--- src/rtl/tick_prescaler_pkg.sv ---
`timescale 1ns/1ps
package tick_prescaler_pkg;
   localparam int SEL_W    = 3;
   localparam int TAP_FLDW = 6;

   typedef logic [SEL_W-1:0] psel_t;

   // code 0 is always a stop code; codes 1..NUM_TAPS pick a tap in order
   localparam psel_t SEL_HALT = '0;

   function automatic logic sel_is_tap(input psel_t code, input int num_taps);
      return (code != SEL_HALT) && (int'(code) <= num_taps);
   endfunction
endpackage

--- src/rtl/prescale_chain.sv ---
`timescale 1ns/1ps
module prescale_chain #(
   parameter int CHAIN_W = 10
) (
   input  logic               clk_i,
   input  logic               rst_i,
   output logic [CHAIN_W-1:0] count_o
);
   localparam logic [CHAIN_W-1:0] STEP = CHAIN_W'(1);

   generate
      if (CHAIN_W < 1) begin : g_bad_width
         $error("prescale_chain: CHAIN_W must be at least 1");
      end
   endgenerate

   logic [CHAIN_W-1:0] count_q;

   always_ff @(posedge clk_i) begin
      if (rst_i) count_q <= '0;
      else       count_q <= count_q + STEP;
   end

   assign count_o = count_q;


   chain_advance_chk: assert property (@(posedge clk_i) disable iff (rst_i)
      !$past(rst_i) |-> (count_q == CHAIN_W'($past(count_q) + STEP)));
endmodule

--- src/rtl/prescale_tap_mux.sv ---
`timescale 1ns/1ps
module prescale_tap_mux
   import tick_prescaler_pkg::*;
#(
   parameter int                           CHAIN_W  = 10,
   parameter int                           NUM_TAPS = 5,
   parameter logic [NUM_TAPS*TAP_FLDW-1:0] TAP_EXPS = '0
) (
   input  logic [CHAIN_W-1:0] count_i,
   input  psel_t              sel_i,
   output logic               hit_o
);
   logic [NUM_TAPS-1:0] stage_hit;

   generate
      if (NUM_TAPS < 1 || NUM_TAPS > (1 << SEL_W) - 1) begin : g_bad_taps
         $error("prescale_tap_mux: NUM_TAPS must fit the select code");
      end
      for (genvar i = 0; i < NUM_TAPS; i++) begin : g_tap
         localparam int EXP = int'(TAP_EXPS[i*TAP_FLDW +: TAP_FLDW]);
         if (EXP > CHAIN_W) begin : g_too_deep
            $error("prescale_tap_mux: tap deeper than the chain");
         end
         if (i > 0) begin : g_order
            if (EXP <= int'(TAP_EXPS[(i-1)*TAP_FLDW +: TAP_FLDW])) begin : g_not_rising
               $error("prescale_tap_mux: taps must rise strictly");
            end
         end
         if (EXP == 0) begin : g_pass
            assign stage_hit[i] = 1'b1;
         end else begin : g_and
            assign stage_hit[i] = &count_i[EXP-1:0];
         end
      end
   endgenerate

   always_comb begin
      hit_o = 1'b0;
      for (int i = 0; i < NUM_TAPS; i++) begin
         if (sel_i == psel_t'(i + 1)) hit_o = stage_hit[i];
      end
   end
endmodule

--- src/rtl/tick_prescaler.sv ---
`timescale 1ns/1ps
module tick_prescaler
   import tick_prescaler_pkg::*;
#(
   parameter int CHAIN_W  = 10,
   parameter int NUM_TAPS = 5,
   parameter int TAP_A    = 0,
   parameter int TAP_B    = 3,
   parameter int TAP_C    = 6,
   parameter int TAP_D    = 8,
   parameter int TAP_E    = 10
) (
   input  logic             clk_i,
   input  logic             rst_i,
   input  logic [SEL_W-1:0] sel_i,
   output logic             tick_o
);
   localparam logic [NUM_TAPS*TAP_FLDW-1:0] TAP_EXPS = {
      TAP_FLDW'(TAP_E), TAP_FLDW'(TAP_D), TAP_FLDW'(TAP_C),
      TAP_FLDW'(TAP_B), TAP_FLDW'(TAP_A)};

   generate
      if (NUM_TAPS != 5) begin : g_tap_count
         $error("tick_prescaler: the top wires exactly five taps");
      end
   endgenerate

   logic [CHAIN_W-1:0] chain_cnt;
   logic               tap_hit;

   prescale_chain #(.CHAIN_W(CHAIN_W)) u_chain (
      .clk_i  (clk_i),
      .rst_i  (rst_i),
      .count_o(chain_cnt)
   );

   prescale_tap_mux #(
      .CHAIN_W (CHAIN_W),
      .NUM_TAPS(NUM_TAPS),
      .TAP_EXPS(TAP_EXPS)
   ) u_mux (
      .count_i(chain_cnt),
      .sel_i  (sel_i),
      .hit_o  (tap_hit)
   );

   assign tick_o = ~rst_i & tap_hit;


   halt_code_silent_chk: assert property (@(posedge clk_i) disable iff (rst_i)
      !sel_is_tap(sel_i, NUM_TAPS) |-> !tick_o);


   unit_ratio_steady_chk: assert property (@(posedge clk_i) disable iff (rst_i)
      (sel_i == psel_t'(1)) |-> tick_o);


   no_double_tick_chk: assert property (@(posedge clk_i) disable iff (rst_i)
      (tick_o && sel_is_tap(sel_i, NUM_TAPS) && sel_i != psel_t'(1))
      |=> (sel_i != $past(sel_i) || !tick_o));


   release_quiet_chk: assert property (@(posedge clk_i) disable iff (rst_i)
      ($past(rst_i) && sel_is_tap(sel_i, NUM_TAPS) && sel_i != psel_t'(1)) |-> !tick_o);
endmodule

--- config.mk ---
export PLATFORM = sky130hd
export DESIGN_NAME = tick_prescaler
export DESIGN_NICKNAME = d
export VERILOG_FILES = /design/src/rtl/tick_prescaler_pkg.sv /design/src/rtl/prescale_chain.sv /design/src/rtl/prescale_tap_mux.sv /design/src/rtl/tick_prescaler.sv
export SDC_FILE = /design/constraint.sdc
export NUM_CORES = 1
export LEC_CHECK = 0
export ABC_AREA = 0
export BUFFER_PORTS_ARGS = -buffer_cell sky130_fd_sc_hd__buf_2
export CAP_MARGIN = 10
export CORE_MARGIN = 2
export CORE_UTILIZATION = 35
export DETAILED_ROUTE_END_ITERATION = 8
export PLACE_DENSITY = 0.6
export SLEW_MARGIN = 40
export SYNTH_ARGS = -nofsm -noshare
export SYNTH_HDL_FRONTEND = slang
export SYNTH_SLANG_ARGS = --single-unit
--- constraint.sdc ---
create_clock -name clk_i -period 2 [get_ports clk_i]
set_clock_uncertainty 0.1 [all_clocks]
set_input_delay 0 -clock clk_i [delete_from_list [all_inputs] [get_ports clk_i]]
set_output_delay 0 -clock clk_i [all_outputs]
set_load 0.1 [all_outputs]
## Yosys cells after proc, flatten, opt, wreduce, memory -nomap -nowiden

Cells that the tools add are included.

| operators by class | value |
|---|---|
| add/sub/neg operators | 1 |
| equality and inequality tests | 5 |
| mux-type cells | 5 |
| bitwise logic cells | 2 |
| reduce and logical (&&, ||, !) cells | 4 |

Operators by type and width:

| kind | count |
|---|---|
| $add A10 B1 Y10 const B | 1 |
| $reduce_and A10 Y1 | 1 |
| $reduce_and A8 Y1 | 1 |
| $eq A3 B2 Y1 const B | 2 |
| $eq A3 B3 Y1 const B | 2 |
| $reduce_and A6 Y1 | 1 |
| $mux W1 | 5 |
| $eq A3 B1 Y1 const B | 1 |
| $reduce_and A3 Y1 | 1 |
| $and A1 B1 Y1 | 1 |
| $not A1 Y1 | 1 |

| storage, ports and cells | value |
|---|---|
| bits in registers | 10 |
| output and inout bits | 1 |
| word-level logic and storage cells | 18 |

## Logic depth before layout (Yosys ltp)

Gate-level depths: netlist of run 1.

| logic depth | value |
|---|---|
| word-level depth | 7 |
| mapped depth | 5 |

## Modules after synthesis

Synthesis of run 1 repeated with hierarchy kept, for this count alone.

| unflattened totals | value |
|---|---|
| cells, all modules | 55 |
| area, all modules | 495.5 µm² |

Modules (own cells, without submodules):

| module | instances | cells an instance | area each (µm²) | seq. area each (µm²) |
|---|---|---|---|---|
| prescale_chain | 1 | 45 | 411.6 | 200.2 |
| prescale_tap_mux | 1 | 9 | 70.1 | 0.0 |
| tick_prescaler | 1 | 1 | 13.8 | 0.0 |

## Least setup slack after synthesis of run 1

Ideal clock, no wire load.

| timing path | value |
|---|---|
| path kind | register to output |
| from | reg u_chain.count_q[0] (netlist: u_chain.count_o[0]) |
| to | out tick_o |
| arrival time | 1.746 ns |
| required time | 1.900 ns |
| path slack | 0.154 ns |
| cell stages (with the launch flop) | 5 |
| path through | dfxtp_1 ha_1 nand3_1 o41ai_1 and3_1 |

| on the way | value |
|---|---|
| word-level cells in the longest chain between the ends | 6 |

RTL lines:

| element | RTL line | text |
|---|---|---|
| start: declaration | prescale_chain.sv:17 | `logic [CHAIN_W-1:0] count_q;` |
| start signal: assignment | prescale_chain.sv:21 | `else count_q <= count_q + STEP;` |
| $reduce_and A3 Y1 | prescale_tap_mux.sv:32 | `assign stage_hit[i] = &count_i[EXP-1:0];` |
| $mux W1 (3 in series) | prescale_tap_mux.sv:40 | `if (sel_i == psel_t'(i + 1)) hit_o = stage_hit[i];` |
| $mux W1 (*) | prescale_tap_mux.sv:40 |  |
| $and A1 B1 Y1 (*) | tick_prescaler.sv:47 | `assign tick_o = ~rst_i & tap_hit;` |
| end: declaration | tick_prescaler.sv:16 | `output logic tick_o` |

Every way passes the cells marked *; elsewhere a longest branch is shown, timed or not.

## Worst setup path after layout of run 1

Same ends and word-level chain as after synthesis.

==> out/metrics.csv, run 1 <==
stage;metric;value;unit
run_status;status;completed;
synth;Synth cell types;21;
critical_path;CP Cell Sequence;ha_1, nand3_1, o41ai_1, and3_1, buf_6;
routing;Vias;392;
power;PwrDens;759;nW/um^2
placed_design;gpl congestion;0.698;
synth;Synth Cell Area;459;um^2
critical_path;CP Max Fanout;5;
critical_path;kind of critical path;flop to output port;
routing;router iterations before antenna repair;2;
power;Psw;0.0000915;W
critical_path;largest stage delay on the critical path;0.35;ns
timing;Max-slew headroom;82.7;%
timing;unrepaired setup endpoints after global routing;no;
die;cell row count;13;
timing;Slew @ Worst Pin;0.258;ns
job;max-cap violations;0;
timing;Max Freq;554;MHz
clock_tree;clock sink count;10;
routing;vias per cell;5.23;
finish;layout cell share with drive strength beyond 1;20.0;%
clock_tree;CTS Buf Count;3;
finish;Diodes inserted;0;
timing;Fin. Hold Viols;0;
timing;hold_ws;0.344;ns
die;Starting Density;36.2;%
critical_path;Required @ worst endpoint;1.90;ns
critical_path;CP bufs+invs;1;
die;I/O pin count;6;
power;part of the power in registers;49.7;%
grt;total track usage;14.7;%
power;combinational share of power;7.2;%
timing;Final min period;1.81;ns
grt;antenna violations before repair;0;
finish;area grow syn2layout;20.2;%
critical_path;endpoint type of the worst setup path;output port;
die;Die Wd;40.2;um
grt;vias in the first global route;359;
clock_tree;Reg clk slew, reported paths;0.06;ns
timing;Slew Viols, Final;0;
finish;most frequent cells in the layout;10 x dfxtp_1, 5 x nand3_1, 5 x a21oi_1;
timing;Final setup viols;0;
timing;Final WS setup;0.195;ns
clock_tree;H-Tree Depth;1;
synth;Synth warnings;0;
synth;Synth Register Bits;10;
routing;routed length per placed instance;10.9;um
finish;post-layout util;43.5;%
power;Switching Share;21.8;%
power;Clock Power Share;43.1;%
synth;Syn Area/Cell;9.00;um^2
critical_path;CP startpoint kind;flop;
finish;area of the multi-input gates;251;um^2
die;die height;40.2;um
clock_tree;Root Buffer;clkbuf_4;
routing;# DRC;0;
critical_path;crit path DAT;1.71;ns
critical_path;critical path's top delay family;flip-flops;
routing;Starting DRT DRC Count;5;
placed_design;hpwl dp;606;um
synth;syn_nets;58;
synth;Synth Instances;51;
die;die area;1620;um^2
routing;final wirelength;821;um
grt;largest net degree at the start of global routing;12;
finish;Storage cell area;200;um^2
synth;register area share after synthesis;43.6;%
timing;Sum Neg Setup Slack;0;ns
finish;filler cell count;131;
placed_design;I/O Buffers;5;
die;core region area;1270;um^2
clock_tree;CTS Buffer Depth;2;
grt;first-pass GRT wire length;1490;um
min_path;Worst Hold Class;flop to flop;
finish;commonest non-fill, non-tap cell in the layout;dfxtp_1;
critical_path;slowest CP cell;dfxtp_1;
finish;fin nets;68;
power;leak pwr;0.209;nW
power;Worst VDD drop;0.570;mV
timing;Tcrit/Tclk final;90.3;%
power;internal power;0.000328;W
clock_tree;CTS tree;done;
routing;ANT nets after route;0;
clock_tree;Clk Latency, worst-skew pair;0.27;ns
finish;max reg flops;10;
placed_design;Setup Slack @ Placement;0.313;ns
grt;grt total ovfl;0;
[worst register-to-register path: stages, from the launching register on]
cell and delay [ns]:
dfxtp_1 0.41, nand3_1 0.24, or4_1 0.53, a21oi_1 0.15
[metal layers]
metal,GRT usage [%],wire length (um),share of wire (%),up-vias
met5,0,0,0,-
met3,10.0,45,5.5,0
li1,-,-,-,205
met4,5.00,0,0,0
met2,22.6,401,49,5
met1,16.2,374,46,182
[synthesized netlist by cell type (all sizes together)]
cell type,instances,share of area (%)
or4,1,1.6
a21oi,5,5.4
nor2,4,3.3
o41ai,1,1.9
inv,1,0.82
and3,1,1.4
clkbuf,1,0.82
dfxtp,10,44
nand4,1,4.6
xor2,2,3.8
a21boi,1,1.6
nor2b,2,2.7
ha,2,5.4
nand3,5,5.4
o221ai,1,1.9
or3,4,6.0
nand2,3,2.5
o21ai,4,4.4
o31ai,1,1.6
nor3,1,1.1
[worst paths after layout]
path	slack, ns	startpoint	end	depth (start not counted)
setup / recovery	0.19	u_chain.count_o[0]$_SDFF_PP0_	tick_o	5
hold / removal	0.34	u_chain.count_o[0]$_SDFF_PP0_	u_chain.count_o[0]$_SDFF_PP0_	1
setup reg to reg	0.51	u_chain.count_o[2]$_SDFF_PP0_	u_chain.count_o[9]$_SDFF_PP0_	3
hold reg to reg	0.34	u_chain.count_o[0]$_SDFF_PP0_	u_chain.count_o[0]$_SDFF_PP0_	1
[kinds of logic (layout without fill, tap and decap cells)]
family / count (synthesis) / after routing / share of synthesized area (%)
compound gates: 13 / 13 / 16.9
xor+xnor: 2 / 2 / 3.82
fa+ha+maj: 2 / 2 / 5.45
buf+inv: 2 / 11 / 1.63
flops: 10 / 10 / 43.6
simple gates: 22 / 22 / 28.6
[metrics by stage]
stage	instance area (um^2)	power, W	cells
finish	552	0.000419	75
global route	552	0.000443	75
CTS	546	0.000424	75
detailed placement	499	0.000241	70
global placement	499	0.000240	70
floorplan	459	0.000231	51
[area by class of cell]
class | instances | area share (%)
Tap cell | 15 | 3.40
Multi-Input combinational cell | 39 | 45.6
Clock buffer | 4 | 6.58
Inverter | 1 | 0.680
Timing Repair Buffer | 6 | 7.48
Sequential cell | 10 | 36.3
[power groups by stage]
stage,Sequential [W],Combinational [W],Clock [W]
floorplan,0.000212,0.0000188,0
global placement,0.000213,0.0000275,0
detailed placement,0.000213,0.0000281,0
CTS,0.000208,0.0000299,0.000186
global route,0.000209,0.0000345,0.000200
finish,0.000208,0.0000302,0.000180
[timing repair]
| item | in CTS | in global routing |
|---|---|---|
| endpoints found under the hold margin | 10 | 0 |
| endpoints found under the setup margin | 0 | 1 |
| hold buffers | 1 | 0 |
| buffers inserted | 0 | 0 |
| gates resized for setup | 0 | 3 |
Note: power is estimated with default switching activity, not from simulation.
==> run 2: changes to the inputs <==
--- a/config.mk
+++ b/config.mk
@@ -12,6 +12,7 @@
 export CORE_UTILIZATION = 35
 export DETAILED_ROUTE_END_ITERATION = 8
 export PLACE_DENSITY = 0.6
+export RECOVER_POWER = 100
 export SLEW_MARGIN = 40
 export SYNTH_ARGS = -nofsm -noshare
 export SYNTH_HDL_FRONTEND = slang
==> run 2 against run 1 <==
  * Global-route usage stayed put
  * Fmax is 0.25% lower
  * Critical path depth stayed put
  * Final area is 0.23% lower
  * Final cell count stayed put
  * Largest cell class unchanged
  * Highest routed layer unchanged
==> out/metrics.csv, run 2 (same netlist as run 1, synthesis figures left out) <==
stage;metric;value;unit;change
finish;area grow syn2layout;19.9;%;
routing;Vias;388;;-1.0%
critical_path;Worst Reg2Reg Path Length in Cells;3;;unchanged
timing;Fin. Hold Viols;0;;unchanged
job;max-cap violations;0;;unchanged
critical_path;crit path DAT;1.71;ns;about the same
critical_path;endpoint type of the worst setup path;output port;;
timing;Final setup viols;0;;unchanged
power;Worst VDD drop;0.569;mV;-0.19%
die;core region area;1270;um^2;unchanged
die;die area;1620;um^2;unchanged
timing;Final WS setup;0.190;ns;-0.00448 ns
power;part of the power in registers;49.9;%;+0.2 points
timing;hold_ws;0.344;ns;unchanged
die;I/O pin count;6;;unchanged
clock_tree;CTS tree;done;;
grt;largest net degree at the start of global routing;12;;unchanged
routing;ANT nets after route;0;;unchanged
timing;Sum Neg Setup Slack;0;ns;unchanged
clock_tree;Root Buffer;clkbuf_4;;
critical_path;CP startpoint kind;flop;;
clock_tree;Setup Buffers After CTS;0;;unchanged
finish;fin nets;68;;unchanged
placed_design;Setup Slack @ Placement;0.313;ns;unchanged
clock_tree;CTS Buffer Depth;2;;unchanged
die;Starting Density;36.2;%;unchanged
timing;Max Freq;553;MHz;-0.25%
timing;Final min period;1.81;ns;+0.00448 ns
grt;vias in the first global route;359;;unchanged
critical_path;Worst R2R Start;u_chain.count_o[2]$_SDFF_PP0_;;
grt;total track usage;14.7;%;unchanged
timing;unrepaired setup endpoints after global routing;no;;
critical_path;worst setup path start;u_chain.count_o[0]$_SDFF_PP0_;;
placed_design;gpl congestion;0.698;;unchanged
min_path;Worst Hold Launch;u_chain.count_o[0]$_SDFF_PP0_;;
placed_design;I/O Buffers;5;;unchanged
routing;routed length per placed instance;10.9;um;-0.49%
die;die height;40.2;um;unchanged
timing;Slew @ Worst Pin;0.462;ns;+0.204 ns
finish;layout cell share with drive strength beyond 1;18.3;%;-1.7 points
power;internal power;0.000327;W;about the same
clock_tree;Reg clk slew, reported paths;0.06;ns;about the same
grt;first-pass GRT wire length;1490;um;unchanged
finish;commonest non-fill, non-tap cell in the layout;dfxtp_1;;
timing;Max-slew headroom;69.2;%;-14 points
power;PwrDens;759;nW/um^2;about the same
grt;antenna violations before repair;0;;unchanged
critical_path;CP Max Fanout;5;;unchanged
power;Clock Power Share;43.0;%;about the same
finish;max reg flops;10;;unchanged
power;Switching Share;21.7;%;-0.12 points
critical_path;kind of critical path;flop to output port;;
routing;router iterations before antenna repair;2;;unchanged
critical_path;Required @ worst endpoint;1.90;ns;about the same
placed_design;hpwl dp;606;um;unchanged
min_path;hold path depth;1;;unchanged
power;Psw;0.0000907;W;-0.79%
critical_path;R2R Setup Slk;0.51;ns;about the same
routing;vias per cell;5.17;;-1.0%
power;combinational share of power;7.2;%;about the same
die;Die Wd;40.2;um;unchanged
routing;final wirelength;817;um;-0.49%
finish;post-layout util;43.4;%;-0.099 points
clock_tree;clock sink count;10;;unchanged
finish;filler cell count;132;;+0.76%
finish;Diodes inserted;0;;unchanged
finish;most frequent cells in the layout;10 x dfxtp_1, 5 x nand3_1, 5 x a21oi_1, 4 x nor2_1, 4 x o21ai_0;;
grt;grt total ovfl;0;;unchanged
die;cell row count;13;;unchanged
power;leak pwr;0.206;nW;-1.3%
clock_tree;CTS Buf Count;3;;unchanged
run_status;status;completed;;
routing;# DRC;0;;unchanged
clock_tree;Clk Latency, worst-skew pair;0.27;ns;about the same
clock_tree;H-Tree Depth;1;;unchanged
timing;Slew Viols, Final;0;;unchanged
timing;Tcrit/Tclk final;90.5;%;+0.22 points
routing;Starting DRT DRC Count;5;;unchanged
min_path;Worst Hold Class;flop to flop;;
## run 2: cell count changes in the layout (fill, tap and decap cells not counted), sizes merged
cell / change
clkbuf: +1
buf: -1
## run 2: final cells by class
cell class	instances	area (um^2)	area share, %
well taps	15	18.8	3.41
repair buffers	6	40.0	7.27
clock buffers	4	36.3	6.59
flip-flops and latches	10	200	36.4
multi-input cells	39	251	45.7
inverters	1	3.75	0.682
## run 2: timing repair
item / CTS / global route
endpoints found under the hold margin: 10 / 0
resized for setup: 0 / 3
setup endpoints to repair: 0 / 1
hold buffers: 1 / 0
## run 2: worst paths after layout
kind | to
min reg2reg | u_chain.count_o[0]$_SDFF_PP0_
min | u_chain.count_o[0]$_SDFF_PP0_
max reg2reg | u_chain.count_o[9]$_SDFF_PP0_
max | tick_o
## run 2: per-stage QoR
step | instance area [um^2] | cells | power, W
floorplan | 459 | 51 | 0.000231
global placement | 499 | 70 | 0.000240
detailed placement | 499 | 70 | 0.000241
CTS | 546 | 75 | 0.000424
global route | 551 | 75 | 0.000443
finish | 551 | 75 | 0.000418
## run 2: worst max-delay path, cell delays in order, from the launching register on
cell and delay, ns:
dfxtp_1 0.35, ha_1 0.24, nand3_1 0.13, o41ai_1 0.30
and3_1 0.21, buf_6 0.22
## run 2: power by group through the flow
stage,combinational (W),sequential [W],clock [W]
floorplan,0.0000188,0.000212,0
CTS,0.0000299,0.000208,0.000186
global route,0.0000342,0.000209,0.000200
finish,0.0000299,0.000208,0.000180
global placement,0.0000275,0.000213,0
detailed placement,0.0000281,0.000213,0
## run 2: layer usage
metal / GRT usage, % / part of all wire (%)
met5: 0 / 0
met1: 16.2 / 46
met4: 5.00 / 0
met2: 22.6 / 49
met3: 10.0 / 5.5
==> run 3: changes to the inputs <==
--- a/config.mk
+++ b/config.mk
@@ -5,13 +5,13 @@
 export SDC_FILE = /design/constraint.sdc
 export NUM_CORES = 1
 export LEC_CHECK = 0
-export ABC_AREA = 0
+export ABC_AREA = 1
 export BUFFER_PORTS_ARGS = -buffer_cell sky130_fd_sc_hd__buf_2
 export CAP_MARGIN = 10
 export CORE_MARGIN = 2
 export CORE_UTILIZATION = 35
 export DETAILED_ROUTE_END_ITERATION = 8
-export PLACE_DENSITY = 0.6
+export PLACE_DENSITY = 0.59
 export RECOVER_POWER = 100
 export SLEW_MARGIN = 40
 export SYNTH_ARGS = -nofsm -noshare
==> constraint.sdc (replaced) <==
create_clock -name clk_i -period 2.07 [get_ports clk_i]
set_clock_uncertainty 0.1 [all_clocks]
set_input_delay 0 -clock clk_i [delete_from_list [all_inputs] [get_ports clk_i]]
set_output_delay 0 -clock clk_i [all_outputs]
set_load 0.1 [all_outputs]
==> run 3 against run 2 <==
  * Largest power group unchanged
  * Clock power about the same
  * Combinational power up 13%
  * Critical path depth up 3
==> out/metrics.csv, run 3 <==
stage;metric;value;unit;change
routing;routed length per placed instance;8.56;um;-21%
finish;fin nets;95;;+40%
critical_path;CP bufs+invs;2;;+1
synth;Synth cell types;17;;-19%
timing;Final setup viols;0;;unchanged
synth;Synth Register Bits;10;;unchanged
finish;Diodes inserted;0;;unchanged
routing;Vias;472;;+22%
timing;Sum Neg Setup Slack;0;ns;unchanged
clock_tree;cts repair resizes;0;;unchanged
timing;Final min period;1.86;ns;
synth;Synth Flop Type;dfxtp_1;;
critical_path;crit path DAT;1.76;ns;+0.05 ns
grt;grt total ovfl;0;;unchanged
die;cell row count;14;;+1
timing;Tcrit/Tclk final;89.7;%;
power;Psw;0.0000975;W;+7.4%
min_path;Worst Hold Class;flop to flop;;
clock_tree;CTS Buffer Depth;2;;unchanged
critical_path;CP startpoint kind;flop;;
grt;Most Crowded Layer GR;met2;;
finish;most frequent cells in the layout;17 x nand2_1, 15 x nor2_1, 12 x inv_1, 10 x dfxtp_1, 5 x a21oi_1;;
critical_path;CP Max Fanout;3;;-2
finish;layout cell share with drive strength beyond 1;17.2;%;-1.1 points
job;max-cap violations;0;;unchanged
power;Worst VDD drop;0.402;mV;-29%
grt;total track usage;12.1;%;-2.6 points
placed_design;gpl congestion;0.715;;+2.4%
finish;post-layout util;41.4;%;-2.0 points
synth;synth cell count leaders;17 x nand2_1, 14 x nor2_1, 12 x inv_1;;
power;internal power;0.000316;W;-3.3%
die;Starting Density;36.1;%;-0.054 points
routing;ANT nets after route;0;;unchanged
synth;post-synth top area share;37.6;%;-5.9 points
timing;Max-slew headroom;65.1;%;-4.1 points
synth;Synth warnings;0;;unchanged
placed_design;hpwl dp;666;um;+9.9%
synth;Syn Area/Cell;6.91;um^2;-23%
routing;vias per cell;4.58;;-11%
routing;Starting DRT DRC Count;7;;+2
power;part of the power in registers;48.7;%;-1.2 points
synth;leading post-synthesis cells by cell area;dfxtp_1 38%, nand2_1 12%, nor2_1 9.9%;;
clock_tree;Clk Latency, worst-skew pair;0.27;ns;about the same
routing;final wirelength;882;um;+8.0%
synth;register area share after synthesis;37.6;%;-5.9 points
placed_design;I/O Buffers;5;;unchanged
timing;Slew Viols, Final;0;;unchanged
clock_tree;H-Tree Depth;1;;unchanged
grt;vias in the first global route;428;;+19%
clock_tree;Root Buffer;clkbuf_4;;
synth;Synth Instances;77;;+51%
clock_tree;clock sink count;10;;unchanged
timing;unrepaired setup endpoints after global routing;no;;
critical_path;CP Cell Sequence;ha_1, nand2_1, nor2_2, nand3_1, nand2_1, inv_1, nor2_2, buf_2;;
critical_path;kind of critical path;flop to output port;;
clock_tree;CTS tree;done;;
power;Clock Power Share;43.1;%;about the same
finish;area grow syn2layout;14.6;%;
synth;Synth Cell Area;532;um^2;+16%
power;leak pwr;0.262;nW;+27%
power;Switching Share;23.6;%;+1.8 points
power;PwrDens;679;nW/um^2;-11%
routing;router iterations before antenna repair;2;;unchanged
finish;max reg flops;10;;unchanged
critical_path;Required @ worst endpoint;1.97;ns;+0.07 ns
critical_path;critical path's top delay family;buffers and inverters;;
synth;Post-synth EDFFs;0;;unchanged
finish;commonest non-fill, non-tap cell in the layout;nand2_1;;
clock_tree;Reg clk slew, reported paths;0.06;ns;about the same
run_status;status;completed;;
grt;M1 GR Usage;13.2;%;-2.9 points
grt;met3 Use GR;6.38;%;-3.6 points
grt;antenna violations before repair;0;;unchanged
grt;GR Layer Usage met2;19.4;%;-3.2 points
die;die area;1850;um^2;+14%
grt;largest net degree at the start of global routing;9;;-3
timing;Max Freq;539;MHz;
timing;Fin. Hold Viols;0;;unchanged
die;core region area;1470;um^2;+16%
routing;# DRC;0;;unchanged
synth;Async SR Flop Fraction;0;%;unchanged
critical_path;endpoint type of the worst setup path;output port;;
critical_path;slowest CP cell;buf_2;;
die;I/O pin count;6;;unchanged
critical_path;largest stage delay on the critical path;0.42;ns;+0.07 ns
power;combinational share of power;8.2;%;+1.0 points
die;Die Wd;43.0;um;+6.9%
clock_tree;CTS Buf Count;3;;unchanged
synth;Synth area leader;dfxtp_1;;
die;die height;43.0;um;+6.9%
grt;first-pass GRT wire length;1640;um;+10%
finish;filler cell count;154;;+17%
synth;count leader, synth;nand2_1;;
power;Total Power;0.000414;W;-1.0%
synth;syn_nets;84;;+45%
timing;Slew @ Worst Pin;0.522;ns;+0.0597 ns
-- run 3: cell count changes in the layout (fill, tap and decap cells not counted), moves of 3 or more --
cell / previous run / this run
inv_1: 1 / 12
nor2_1: 4 / 15
nor2_2: 0 / 3
nand2_1: 3 / 17
-- run 3: worst paths after layout --
| kind | slack (ns) | from | end | cells after the start |
|---|---|---|---|---|
| worst min register to register | 0.37 | u_chain.count_o[0]$_SDFF_PP0_ | u_chain.count_o[0]$_SDFF_PP0_ | 1 |
| worst max-delay path | 0.21 | u_chain.count_o[0]$_SDFF_PP0_ | tick_o | 8 |
| worst min-delay path | 0.37 | u_chain.count_o[0]$_SDFF_PP0_ | u_chain.count_o[0]$_SDFF_PP0_ | 1 |
| worst max register to register | 0.74 | u_chain.count_o[2]$_SDFF_PP0_ | u_chain.count_o[9]$_SDFF_PP0_ | 5 |
-- run 3: logic make-up (layout without fill, tap and decap cells) --
kind of cell | after synthesis | count (layout) | synth area share (%)
XOR/XNOR | 1 | 1 | 1.65
flip-flops | 10 | 10 | 37.6
AND/OR/NAND/NOR | 43 | 43 | 38.8
buffers and inverters | 13 | 23 | 9.18
AO/OA/AOI/OAI | 8 | 8 | 8.00
adder cells (fa/ha/maj) | 2 | 2 | 4.71
-- run 3: repair_timing --
item	in CTS	in global routing
hold buffers	1	0
buffers inserted	0	0
hold endpoints to repair	5	0
-- run 3: layer usage --
| metal | up-vias | wire [um] |
|---|---|---|
| met4 | 0 | 8 |
| met1 | 208 | 443 |
| li1 | 256 | - |
| met3 | 2 | 38 |
| met2 | 6 | 391 |
| met5 | - | 0 |
-- run 3: cell type report --
cell class / count / area, um^2 / area share, %
clock buffer: 4 / 36.3 / 5.95
inverter: 13 / 48.8 / 8.01
multi-input combinational: 54 / 270 / 44.4
sequential: 10 / 200 / 32.9
tap: 16 / 20.0 / 3.29
timing repair buffer: 6 / 33.8 / 5.54
-- run 3: power groups by stage --
| stage | clock network, W | logic (W) | registers, W |
|---|---|---|---|
| detailed placement | 0 | 0.0000340 | 0.000206 |
| CTS | 0.000183 | 0.0000355 | 0.000202 |
| global route | 0.000194 | 0.0000393 | 0.000202 |
| floorplan | 0 | 0.0000244 | 0.000205 |
| global placement | 0 | 0.0000341 | 0.000206 |
| finish | 0.000178 | 0.0000338 | 0.000202 |
-- run 3: through the flow --
stage          instances  cell area [um^2]  hold slack, ns  worst slack [ns]
2_1_floorplan         77               534         -0.0333             0.261
3_3_place_gp          98               579           0.160             0.510
3_5_place_dp          98               579           0.164             0.490
4_1_cts              103               626           0.380             0.188
5_1_grt              103               609           0.402            0.0575
6_report             103               609           0.374             0.214
